==> config.mk <==
export PLATFORM = sky130hd
export DESIGN_NAME = cksum_acc
export DESIGN_NICKNAME = d
export VERILOG_FILES = /design/src/rtl/cksum_pkg.sv /design/src/rtl/cksum_ctrl.sv /design/src/rtl/cksum_fold.sv /design/src/rtl/cksum_accum.sv /design/src/rtl/cksum_acc.sv
export SDC_FILE = /design/constraint.sdc
export NUM_CORES = 1
export LEC_CHECK = 0
export BUFFER_PORTS_ARGS = -buffer_cell sky130_fd_sc_hd__buf_2
export CORE_MARGIN = 2
export CORE_UTILIZATION = 40
export DETAILED_ROUTE_END_ITERATION = 8
export PLACE_DENSITY = 0.6
export SETUP_SLACK_MARGIN = 0.5
export SLEW_MARGIN = 20
export SYNTH_ARGS = -nofsm -noshare
export SYNTH_HDL_FRONTEND = slang
export SYNTH_SLANG_ARGS = --single-unit
==> constraint.sdc <==
create_clock -name clk -period 3 [get_ports clk]
set_input_delay 0.3 -clock clk [delete_from_list [all_inputs] [get_ports clk]]
set_output_delay 0.3 -clock clk [all_outputs]
set_load 0.05 [all_outputs]
==> src/rtl/cksum_pkg.sv <==
package cksum_pkg;
  typedef enum logic [1:0] {
    PH_IDLE  = 2'd0,
    PH_RUN   = 2'd1,
    PH_FINAL = 2'd2,
    PH_DONE  = 2'd3
  } phase_t;
endpackage

==> src/rtl/cksum_ctrl.sv <==
module cksum_ctrl
  import cksum_pkg::*;
#(
  parameter int NUM_WORDS = 1024
) (
  input  logic clk,
  input  logic rst,
  input  logic start_i,
  input  logic valid_i,
  output logic take_o,
  output logic final_o,
  output logic done_o
);
  localparam int CNT_W = $clog2(NUM_WORDS + 1);
  localparam logic [CNT_W-1:0] LAST_IDX = CNT_W'(NUM_WORDS - 1);
  localparam logic [CNT_W-1:0] FULL_CNT = CNT_W'(NUM_WORDS);

  phase_t           phase_q, phase_d;
  logic [CNT_W-1:0] cnt_q, cnt_d;

  always_comb begin
    take_o  = (phase_q == PH_RUN) && valid_i && !start_i;
    final_o = (phase_q == PH_FINAL) && !start_i;
    phase_d = phase_q;
    cnt_d   = cnt_q;
    if (start_i) begin
      phase_d = PH_RUN;
      cnt_d   = '0;
    end else begin
      case (phase_q)
        PH_RUN: begin
          if (take_o) begin
            cnt_d = cnt_q + 1'b1;
            if (cnt_q == LAST_IDX) phase_d = PH_FINAL;
          end
        end
        PH_FINAL: phase_d = PH_DONE;
        default:  phase_d = phase_q;
      endcase
    end
  end

  always_ff @(posedge clk) begin
    if (rst) begin
      phase_q <= PH_IDLE;
      cnt_q   <= '0;
    end else begin
      phase_q <= phase_d;
      cnt_q   <= cnt_d;
    end
  end

  assign done_o = (phase_q == PH_DONE);

  assert_count_bound_R7: assert property (@(posedge clk) disable iff (rst)
    cnt_q <= FULL_CNT);

  assert_done_rise_R7: assert property (@(posedge clk) disable iff (rst)
    $rose(done_o) |-> ($past(phase_q) == PH_FINAL) && (cnt_q == FULL_CNT));

  assert_done_hold_R9: assert property (@(posedge clk) disable iff (rst)
    done_o && !start_i |=> done_o);

  assert_no_take_after_done_R8: assert property (@(posedge clk) disable iff (rst)
    done_o |-> !take_o);
endmodule

==> src/rtl/cksum_fold.sv <==
module cksum_fold #(
  parameter int WORD_W = 14,
  parameter int SUM_W  = 16
) (
  input  logic              clk,
  input  logic              rst,
  input  logic [WORD_W-1:0] word_i,
  input  logic              protect_i,
  output logic [SUM_W-1:0]  term_o
);
  localparam int HALF_W = WORD_W / 2;

  logic [HALF_W-1:0] folded;

  for (genvar g = 0; g < HALF_W; g++) begin : g_fold
    assign folded[g] = ~(word_i[g + HALF_W] ^ word_i[g]);
  end

  assign term_o = protect_i ? SUM_W'(folded) : SUM_W'(word_i);

  assert_fold_range_R4: assert property (@(posedge clk) disable iff (rst)
    protect_i |-> term_o < SUM_W'(2 ** HALF_W));

  assert_fold_ones_R4: assert property (@(posedge clk) disable iff (rst)
    protect_i && (word_i == '1) |-> term_o == SUM_W'(2 ** HALF_W - 1));
endmodule

==> src/rtl/cksum_accum.sv <==
module cksum_accum #(
  parameter int SUM_W = 16
) (
  input  logic             clk,
  input  logic             rst,
  input  logic             clear_i,
  input  logic             take_i,
  input  logic [SUM_W-1:0] term_i,
  input  logic             final_i,
  input  logic [SUM_W-1:0] cfg_term_i,
  output logic [SUM_W-1:0] sum_o
);
  logic [SUM_W-1:0] acc_q;

  always_ff @(posedge clk) begin
    if (rst || clear_i) acc_q <= '0;
    else if (take_i)    acc_q <= acc_q + term_i;
    else if (final_i)   acc_q <= acc_q + cfg_term_i;
  end

  assign sum_o = acc_q;

  assert_clear_zero_R2: assert property (@(posedge clk) disable iff (rst)
    clear_i |=> sum_o == '0);

  assert_idle_hold_R8: assert property (@(posedge clk) disable iff (rst)
    !clear_i && !take_i && !final_i |=> $stable(sum_o));

  assert_excl_add_R7: assert property (@(posedge clk) disable iff (rst)
    !(take_i && final_i));
endmodule

==> src/rtl/cksum_acc.sv <==
module cksum_acc #(
  parameter int              WORD_W    = 14,
  parameter int              SUM_W     = 16,
  parameter int              NUM_WORDS = 1024,
  parameter logic [15:0]     CFG_MASK  = 16'h001F,
  parameter logic [15:0]     OFF_BIAS  = 16'h3FE0,
  parameter logic [15:0]     ON_FLAGS  = 16'h0060
) (
  input  logic              clk,
  input  logic              rst,
  input  logic              start_i,
  input  logic              valid_i,
  input  logic [WORD_W-1:0] word_i,
  input  logic [WORD_W-1:0] cfg_i,
  input  logic              protect_i,
  output logic [SUM_W-1:0]  checksum_o,
  output logic              done_o
);
  logic [WORD_W-1:0] cfg_q;
  logic              prot_q;
  logic              take, fin;
  logic [SUM_W-1:0]  word_term, cfg_term, cfg_masked;

  always_ff @(posedge clk) begin
    if (rst) begin
      cfg_q  <= '0;
      prot_q <= 1'b0;
    end else if (start_i) begin
      cfg_q  <= cfg_i;
      prot_q <= protect_i;
    end
  end

  assign cfg_masked = SUM_W'(cfg_q) & SUM_W'(CFG_MASK);
  assign cfg_term   = prot_q ? (cfg_masked | SUM_W'(ON_FLAGS))
                             : (cfg_masked + SUM_W'(OFF_BIAS));

  cksum_ctrl #(.NUM_WORDS(NUM_WORDS)) u_ctrl (
    .clk(clk), .rst(rst), .start_i(start_i), .valid_i(valid_i),
    .take_o(take), .final_o(fin), .done_o(done_o)
  );

  cksum_fold #(.WORD_W(WORD_W), .SUM_W(SUM_W)) u_fold (
    .clk(clk), .rst(rst), .word_i(word_i), .protect_i(prot_q),
    .term_o(word_term)
  );

  cksum_accum #(.SUM_W(SUM_W)) u_accum (
    .clk(clk), .rst(rst), .clear_i(start_i), .take_i(take),
    .term_i(word_term), .final_i(fin), .cfg_term_i(cfg_term),
    .sum_o(checksum_o)
  );

  assert_start_idle_R2: assert property (@(posedge clk) disable iff (rst)
    start_i |=> !done_o && checksum_o == '0);

  assert_result_hold_R9: assert property (@(posedge clk) disable iff (rst)
    done_o && !start_i |=> $stable(checksum_o));
endmodule

==> results.md, run 1 <==
- Status: finished, final reports clean
- Leak: roughly 1.2 nW
- GRT Util Overall: 0.1922
- Synth Flop Type: dfxtp_1
- WL/cell: 14.08 um
- Met1 usage: 0.2457
- Largest net degree at the start of global routing: 18
- Final Non-Filler Cells: just over 400
- DRT iter0 DRCs: 102
- Data arrival, critical path: about 2.8 ns
- Setup TNS: 0 ns
- Clk pin slew, worst setup/hold paths: 0.08 ns
- Place WS: approximately 0.26 ns
- # setup viols final: 0
- Worst path max stage delay: between 0.4 and 0.5 ns
- GRT Residual Overflow: 0
- Unique masters post-synth: 51
- CTS Buf Count: 5
- Top post-synthesis cells by area: dfxtp_1, ha_1, nor2_1
- Die extent in x: 80.67 um
- Register share of total power: 0.415
- Vias in the first global route: a little over 2,000
- IO buf count: 40
- Placed Cells: 397
- Most frequent cell after synthesis: nor2_1
- CP delay by family, top: compound AO/OA/AOI/OAI gates
- Worst slew pin tran: 0.6170 ns
- Comb pwr share: 0.221
- Core Area: 5608 um2
- Clock power frac: 0.364
- Nets@finish: a little under 400
- Vias per cell: about 5.3
- Cell mode on critical path: a21oi_2
- First-pass GRT wire length: roughly 9.6 mm
- Worst slew margin relative to its limit: 0.5886
- Overall power: approximately 1.2 mW
- Syn avg cell area: ~8.1 um2
- Syn nets: approximately 340
- CTS tree: built
- Via Count: roughly 2,200
- Cell Chain, Critical Path: and4bb_4 -> nor2_4 -> a21oi_2 -> ha_2 -> fa_2 -> a21oi_2 -> nand4b_1 -> a21oi_2 -> o211ai_1 -> a211o_1 -> a21oi_1
- Critical path required time: roughly 3.2 ns
- Register bit total from synthesis: 35
- Initial antenna violation count: 0
- Sw Ratio: 0.2984
- Worst setup margin: just under 0.5 ns
- Tmin final: around 2.5 ns
- Area delta synth->final: 24.64%
- Post-synth top cells: nor2_1, dfxtp_1, nand2_1
- Max-Cap Viols: 0
- CP endpoint kind: flop
- Deepest clock path buffer count: 2
- N_diodes: 0
- Antenna-violating nets left: 0
- I/O Pins: 50
- Post-synth top area cell: dfxtp_1
- Sw power: 0.3490 mW
- Hold Violations, Final: 0
- Post-Route WL: just under 6 mm
- Peak supply drop: 292.3 uV
- Dpl hpwl: 4.188 mm
- CP max stage cell: and4bb_4
- Critical path peak fanout: 7
- Fin crit share: 0.8389
- Die H: just over 80 um
- Layout cells sized above 1: 0.3029
- 1st-pass router iterations: 4
- Clk_skew: slightly below 0.008 ns
- Root buf cell: clkbuf_8
- CP startpoint kind: flop
- Hold Path Stages: 3
- Post-synth EDFFs: 0
- Syn. warnings: 0
- RSZ-0062 raised after global routing: yes
- Starting Density: 0.4192
- Met3 Use GR: 0.03596
- GP Congestion: about 0.85
- Pwr dens: between 300 and 400 nW/um2
- Max-slew violations: 0
- Gr busiest metal: met2
- Async SR Flop Fraction: 0
- FF-to-FF End: u_accum.sum_o[10]
- Post-route DRC: 0
- WHS Endpoint: cfg_q[4]
- Min-Delay Path Class: input pin to flop
- Worst Hold Launch: cfg_i[4]
- Post-Synthesis Cells: 292
- Met2 Track Usage GR: 0.3117
- Post-Syn Area: between 2000 and 2500 um2
- Sequential element share of the synthesized area: 0.2980
- Crit Reg-Reg Startpoint: u_ctrl.phase_q[1]
- CP Class: flop to flop
- R2R depth: 11
- Int Pwr: between 0.8 and 0.9 mW
- Yosys top cell area share: 0.2980
- Flop-to-flop setup slack: approximately 0.48 ns
- Row count: 27
- Buf/Inv on CP: 0
- Hold-fix buffers, CTS: 0
- Full die area: 6507 um2
- Max Clk Rate: just under 0.4 GHz
- H-tree depth: 2
- Clock Latency Late Sink: 0.30 ns
- CTS Sinks: 35
-- kinds of logic after synthesis --
| group | Yosys count | synth area share |
|---|---|---|
| DFF | 35 | 0.2980 |
| buffers and inverters | 14 | 0.02767 |
| muxes | 7 | 0.02980 |
| adders and majority gates | 17 | 0.09367 |
| and+or+nand+nor | 129 | 0.2751 |
| AOI/OAI and AO/OA | 67 | 0.1900 |
| xor gates and xnor gates | 23 | 0.08569 |
-- per-stage QoR --
| stage | hold slack, ns | utilization | instance area, um2 |
|---|---|---|---|
| 2_1_floorplan | 0.4472 | - | 2360 |
| 3_3_place_gp | 0.4606 | 0.4692 | 2631 |
| 3_5_place_dp | 0.4667 | 0.4692 | 2631 |
| 4_1_cts | 0.2291 | 0.4949 | 2775 |
| 5_1_grt | 0.2411 | 0.5225 | 2930 |
| 6_report | 0.2346 | 0.5225 | 2930 |
-- power groups by stage --
stage	logic, mW	registers [mW]	clock network [mW]
after floorplan	0.154	0.512	0
after global placement	0.228	0.496	0
after detailed placement	0.229	0.497	0
after CTS	0.237	0.486	0.438
after global routing	0.285	0.487	0.453
final	0.258	0.485	0.426
-- worst max-delay path by stage --
stage,cells after the start,to,from
floorplan,12,u_accum.sum_o[10],u_ctrl.phase_q[1]
global placement,11,u_accum.sum_o[15],start_i
detailed placement,11,u_accum.sum_o[15],start_i
CTS,10,u_accum.sum_o[15],u_ctrl.phase_q[1]
global route,11,u_accum.sum_o[10],u_ctrl.phase_q[1]
finish,11,u_accum.sum_o[10],u_ctrl.phase_q[1]
-- area by class of cell --
cell class | count | area, um2
inverter | 1 | 3.754
multi-input combinational | 243 | 1713
clock inverter | 2 | 37.54
timing repair buffer | 54 | 309.0
fill | 560 | 2678
clock buffer | 5 | 68.82
tap | 72 | 90.09
sequential | 35 | 708.2
-- what timing repair did --
action | 4_1_cts | 5_1_grt
endpoints found under the setup margin | 11 | 11
gates cloned | 0 | 0
setup buffers | 1 | 7
pin swaps | 4 | 25
resized for setup | 9 | 23
-- worst register-to-register path, cell delays in order, from the launching register on --
cell      delay, ns
dfxtp_4        0.36
and4bb_4       0.42
nor2_4         0.04
a21oi_2        0.11
ha_2           0.22
fa_2           0.22
a21oi_2        0.06
nand4b_1       0.23
a21oi_2        0.21
o211ai_1       0.14
a211o_1        0.32
a21oi_1        0.11
-- per-layer routing --
layer  vias up  routed length, um  part of all wire
met4         0                144             0.025
li1       1132                  -                 -
met2        39               2653              0.46
met3        12                214             0.037
met1      1019               2788              0.48
met5         -                  0                 0
-- cell usage in the layout, fill, tap and decap left out, drive strengths merged, types with 3 or more instances in the layout --
cell type  instances
nor3               5
xor2               8
dfxtp             35
nand3             10
nand2b             3
nand2             26
a21oi             24
a211oi             8
buf               54
and2               3
a31oi              3
nor2b              8
a21o               7
nand4              7
mux2i              7
nor2              53
xnor2             15
nor4               5
o21ai             13
clkbuf             5
ha                16
-- flip-flops by register name, summed over array words and instances, names as in the netlist --
register and cells:
u_ctrl.cnt_q 11, prot_q 1, u_accum.sum_o 16, u_ctrl.phase_q 2, cfg_q 5
(Power assumes the default switching activity.)
==> inputs of run 2 (changes only) <==
--- a/config.mk
+++ b/config.mk
@@ -5,11 +5,12 @@
 export SDC_FILE = /design/constraint.sdc
 export NUM_CORES = 1
 export LEC_CHECK = 0
+export ABC_AREA = 1
 export BUFFER_PORTS_ARGS = -buffer_cell sky130_fd_sc_hd__buf_2
 export CORE_MARGIN = 2
 export CORE_UTILIZATION = 40
 export DETAILED_ROUTE_END_ITERATION = 8
-export PLACE_DENSITY = 0.6
+export PLACE_DENSITY = 0.59
 export SETUP_SLACK_MARGIN = 0.5
 export SLEW_MARGIN = 20
 export SYNTH_ARGS = -nofsm -noshare
==> constraint.sdc (replaced) <==
create_clock -name clk -period 2.5 [get_ports clk]
set_input_delay 0.25 -clock clk [delete_from_list [all_inputs] [get_ports clk]]
set_output_delay 0.25 -clock clk [all_outputs]
set_load 0.05 [all_outputs]
==> run 2 against run 1 <==
Routed wire length is 22% higher; fmax is 14% higher; non-clock buffer count is 8 higher; critical path type unchanged.
==> results.md, run 2 <==
- Data arrival, critical path: between 2 and 2.5 ns
- Syn avg cell area: just over 6 um2
- Row count: 29
- Max-Cap Viols: 0
- Critical path required time: 2.69 ns
- GRT Residual Overflow: 0
- Post-Synthesis Cells: about 420
- GRT Util Overall: 0.2048
- Unique masters post-synth: 33
- Fillers: about 650
- Clk_skew: 0.007232 ns
- Yosys top cell area share: 0.2694
- H-tree depth: 2
- Final Non-Filler Cells: 557
- Antenna-violating nets left: 0
- Util after Layout: 0.5608
- Die extent in x: 84.64 um
- Post-synth top cells: nand2_1, inv_1, dfxtp_1
- N_diodes: 0
- Vias per cell: ~4.8
- Max reg flops: 16
- Die H: ~85 um
- RSZ-0062 raised after global routing: yes
- Status: finished, final reports clean
- Initial antenna violation count: 0
- Core Area: between 6000 and 7000 um2
- Via Count: around 2,700
- Max-slew violations: 0
- CP Class: flop to flop
- Dpl hpwl: between 5 and 6 mm
- # setup viols final: 0
- 1st-pass router iterations: 4
- Top sig layer: met4
- Reg area: approximately 700 um2
- Sequential element share of the synthesized area: 0.2694
- Register bit total from synthesis: 35
- Footprint of the multi-input gates: ~1900 um2
- Layout cells sized above 1: 0.3125
- Fin crit share: 0.8854
- Setup TNS: 0 ns
- Nets@finish: between 500 and 600
- Vias in the first global route: 2,626
- Most common cell after layout, fill and taps aside: nand2_1
- DR WL met2: around 3.5 mm
- CP endpoint kind: flop
- Most frequent cells in the layout: nand2_1, inv_1, buf_2
- Post-synth top area cell: dfxtp_1
- Full die area: around 7200 um2
- Worst setup margin: ~0.29 ns
- Root buf cell: clkbuf_8
- Area delta synth->final: 36.12%
- Largest net degree at the start of global routing: 27
- Max Clk Rate: 0.4518 GHz
- I/O Pins: 50
- First-pass GRT wire length: 11.80 mm
- Critical path peak fanout: 8
- Clock Latency Late Sink: ~0.30 ns
- Pwr dens: 479.4 nW/um2
- Post-Route WL: 7.048 mm
- Syn. warnings: 0
- Flop-to-flop setup slack: 0.29 ns
- Clk pin slew, worst setup/hold paths: 0.08 ns
- DRT iter0 DRCs: approximately 140
- CTS tree: built
- GP Congestion: ~0.86
- WL/cell: 12.65 um
- Peak supply drop: between 200 and 300 uV
- Syn nets: 468
- Metal1 wirelength: ~3.3 mm
- CTS Buf Count: 5
- Post-route DRC: 0
- Min-Delay Path Class: input pin to flop
- Deepest clock path buffer count: 2
- Most frequent cell after synthesis: nand2_1
- Worst slew margin relative to its limit: 0.6023
- Met3 Wirelength: 232 um
- Hold Violations, Final: 0
- Placed Cells: between 500 and 600
- Async SR Flop Fraction: 0
- Tmin final: about 2.2 ns
- Post-synth EDFFs: 0
- CP startpoint kind: flop
- Post-Syn Area: between 2000 and 3000 um2
- Hold-fix buffers, CTS: 0
- Placed instance area: approximately 3000 um2
- IO buf count: 40
- Leak: approximately 1.8 nW
- Place WS: 0.1157 ns
- Synth Flop Type: dfxtp_1
- CTS Sinks: 35
- Starting Density: 0.4120
- Cell area after layout: 3541 um2
- Worst slew pin tran: between 0.5 and 0.6 ns
- Top post-synthesis cells by area: dfxtp_1, nand2_1, inv_1
## run 2: cell types whose count changed in the layout (fill, tap and decap cells not counted), sizes merged, moves of 6 or more
cell / change
inv: +86
a211oi: -6
o21ai: +23
buf: +8
nor2: -23
a21o: -7
nand3: +16
nor2b: -8
mux2i: -7
nand2: +90
## run 2: worst paths after layout
kind | start | endpoint | cells past startpoint
worst max-delay path | u_ctrl.phase_q[1] | u_accum.sum_o[6] | 17
worst min-delay path | cfg_i[2] | cfg_q[2] | 3
worst max register to register | u_ctrl.phase_q[1] | u_accum.sum_o[6] | 17
worst min register to register | u_ctrl.cnt_q[7] | u_ctrl.cnt_q[7] | 2
## run 2: cells by family (layout without fill, tap and decap cells)
family | Yosys count | count (layout) | synth area share
AOI/OAI and AO/OA | 70 | 70 | 0.1443
buffers and inverters | 97 | 159 | 0.1496
DFF | 35 | 35 | 0.2694
xor gates and xnor gates | 14 | 14 | 0.04714
adders and majority gates | 17 | 17 | 0.08466
and+or+nand+nor | 185 | 185 | 0.3050
## run 2: metal layers
metal	global-route usage	vias up
met2	0.3644	31
met1	0.2551	1220
met3	0.03540	4
met5	0	-
met4	0.05339	0
li1	-	1430
## run 2: area by class of cell
type	instances	area share
Multi-Input combinational cell	286	0.5332
Clock inverter	3	0.01908
Inverter	88	0.09647
Timing Repair inverter	1	0.001767
Timing Repair Buffer	62	0.1042
Clock buffer	5	0.01943
Tap cell	77	0.02721
Sequential cell	35	0.1986
## run 2: stage by stage
stage / power (mW) / hold slack (ns)
floorplan: 0.8939 / 0.3974
global placement: 0.9812 / 0.4369
detailed placement: 0.9852 / 0.4386
CTS: 1.680 / 0.2034
global route: 1.788 / 0.2042
finish: 1.698 / 0.2005
## run 2: repair_timing
action                     in CTS  in global routing
pin swaps                      15                 17
resized for setup              47                 24
setup buffers                  15                  3
setup endpoints to repair      12                 14
cloned                          1                  0
## run 2: critical path, cell delays in order (launching register included)
cell,delay (ns)
dfxtp_2,0.33
inv_2,0.08
nand2_4,0.06
nor2_4,0.09
nand2_4,0.11
inv_8,0.09
nand2_2,0.04
o21ai_1,0.06
inv_1,0.08
ha_4,0.16
fa_2,0.37
nand3_2,0.09
nand3_4,0.09
nand2_2,0.07
nand2_2,0.06
xor2_1,0.14
o21bai_1,0.13
inv_1,0.05
## run 2: power breakdown
part           internal (mW)  switching (mW)
registers              0.575          0.0175
clock network          0.398           0.235
logic                  0.185           0.287
==> inputs of run 3 (changes only) <==
--- a/config.mk
+++ b/config.mk
@@ -5,12 +5,11 @@
 export SDC_FILE = /design/constraint.sdc
 export NUM_CORES = 1
 export LEC_CHECK = 0
-export ABC_AREA = 1
 export BUFFER_PORTS_ARGS = -buffer_cell sky130_fd_sc_hd__buf_2
 export CORE_MARGIN = 2
 export CORE_UTILIZATION = 40
 export DETAILED_ROUTE_END_ITERATION = 8
-export PLACE_DENSITY = 0.59
+export PLACE_DENSITY = 0.6
 export SETUP_SLACK_MARGIN = 0.5
 export SLEW_MARGIN = 20
 export SYNTH_ARGS = -nofsm -noshare
==> run 3 against run 2 <==
Combinational power decreased by 24%; critical path depth decreased by 6; register-to-register slack got worse by 0.18 ns; largest cell class unchanged; cell count decreased by 22%; count of clock-buffer cells in the layout increased by 1.
==> results.md, run 3 (synthesis gave the netlist of run 1 again) <==
- Worst slew pin tran: between 0.5 and 0.6 ns
- RSZ-0062 raised after global routing: yes
- Initial antenna violation count: 0
- Most common cell after layout, fill and taps aside: nor2_1
- Deepest clock path buffer count: 2
- Vias in the first global route: approximately 2,100
- H-tree depth: 2
- Root buf cell: clkbuf_8
- 1st-pass router iterations: 4
- Max-slew violations: 0
- Max-Cap Viols: 0
- Leak: around 1.3 nW
- Worst Hold Launch: cfg_i[2]
- Post-Route WL: about 6.0 mm
- Crit Reg-Reg Startpoint: u_ctrl.phase_q[1]
- Data arrival, critical path: between 2 and 3 ns
- GRT Residual Overflow: 0
- Antenna-violating nets left: 0
- Tmin final: ~2.4 ns
- GP Congestion: 0.8762
- Cell area after layout: 3139 um2
- CTS Buf Count: 5
- N_diodes: 0
- I/O Pins: 50
- IO buf count: 40
- WL/cell: 13.92 um
- Clk pin slew, worst setup/hold paths: 0.08 ns
- Status: finished, final reports clean
- Largest net degree at the start of global routing: 13
- Core Area: between 5000 and 6000 um2
- Fillers: 541
- Critical path peak fanout: 5
- Dpl hpwl: roughly 4.5 mm
- Placed instance area: around 2800 um2
- Clk_skew: just under 0.006 ns
- Min-Delay Path Class: input pin to flop
- Place WS: roughly 0.011 ns
- Min Hold Slack: 0.1926 ns
- # setup viols final: 0
- Util after Layout: 0.5598
- CTS tree: built
- Peak supply drop: 363.4 uV
- CP endpoint kind: flop
- Vias per cell: around 5.3
- Row count: 27
- Post-route DRC: 0
- CP startpoint kind: flop
- Crit path from: u_ctrl.phase_q[1]
- CP Class: flop to flop
- Clock Latency Late Sink: 0.29 ns
- Layout cells sized above 1: 0.3508
- Most frequent cells in the layout: nor2_1, buf_2, dfxtp_1
- Die extent in x: between 80 and 90 um
- Area delta synth->final: 33.53%
- Worst setup margin: approximately 0.11 ns
- DRT iter0 DRCs: 99
- Fin crit share: 0.9568
- Full die area: ~6500 um2
- GRT Util Overall: 0.1868
- Hold Violations, Final: 0
- Critical path required time: 2.72 ns
- Max Clk Rate: around 0.42 GHz
- CTS Sinks: 35
- Die H: ~81 um
- Pwr dens: around 440 nW/um2
- Starting Density: 0.4192
- First-pass GRT wire length: 9.494 mm
- Worst slew margin relative to its limit: 0.6522
- Nets@finish: roughly 410
- Max reg flops: 16
- Via Count: 2,302
==> run 3: layout make-up <==
class / instances / area, um2 / area share
inverters: 1 / 3.754 / 0.001196
flip-flops and latches: 35 / 709.4 / 0.2260
clock buffers: 6 / 82.58 / 0.02631
repair buffers: 75 / 475.5 / 0.1515
multi-input cells: 243 / 1762 / 0.5612
well taps: 72 / 90.09 / 0.02870
clock inverters: 2 / 16.27 / 0.005181
==> run 3: what timing repair did <==
| item | CTS | global route |
|---|---|---|
| endpoints found under the setup margin | 14 | 14 |
| endpoints found under the hold margin | 0 | 0 |
| pin swaps | 9 | 13 |
| hold buffers | 0 | 0 |
| setup buffers | 6 | 1 |
| cloned | 0 | 1 |
| gates resized for setup | 9 | 23 |
==> run 3: per-layer routing <==
layer / track usage / routed length, um
met1: 0.2394 / 2813
met2: 0.3175 / 2936
met3: 0.03483 / 210
met4: 0.05424 / 82
met5: 0 / 0
==> run 3: worst max-delay path: stages, from the launching register on <==
cell and delay (ns):
dfxtp_4 0.34, and4bb_1 0.29, buf_6 0.13, a21oi_2 0.05, ha_2 0.18, fa_2 0.36
a21oi_2 0.18, nand4b_1 0.17, and2_4 0.18, o21ai_4 0.08, a211o_1 0.24, a21oi_1 0.11
==> run 3: final timing paths <==
path | end | slack (ns) | cells past startpoint
hold reg to reg | u_accum.sum_o[10] | 0.49 | 2
hold / removal | cfg_q[2] | 0.19 | 3
setup / recovery | u_accum.sum_o[10] | 0.11 | 11
setup reg to reg | u_accum.sum_o[10] | 0.11 | 11
==> run 3: metrics by stage <==
| stage | TNS, ns | std cells | power [mW] |
|---|---|---|---|
| floorplan | 0 | 292 | 0.8050 |
| global placement | 0 | 418 | 0.9022 |
| detailed placement | 0 | 418 | 0.9057 |
| CTS | 0 | 432 | 1.369 |
| global route | -0.01275 | 434 | 1.450 |
| finish | 0 | 434 | 1.392 |
==> run 3: power breakdown <==
part	internal (mW)	switching, mW
logic	0.154	0.204
registers	0.569	0.0120
clock network	0.225	0.228
total	0.949	0.443
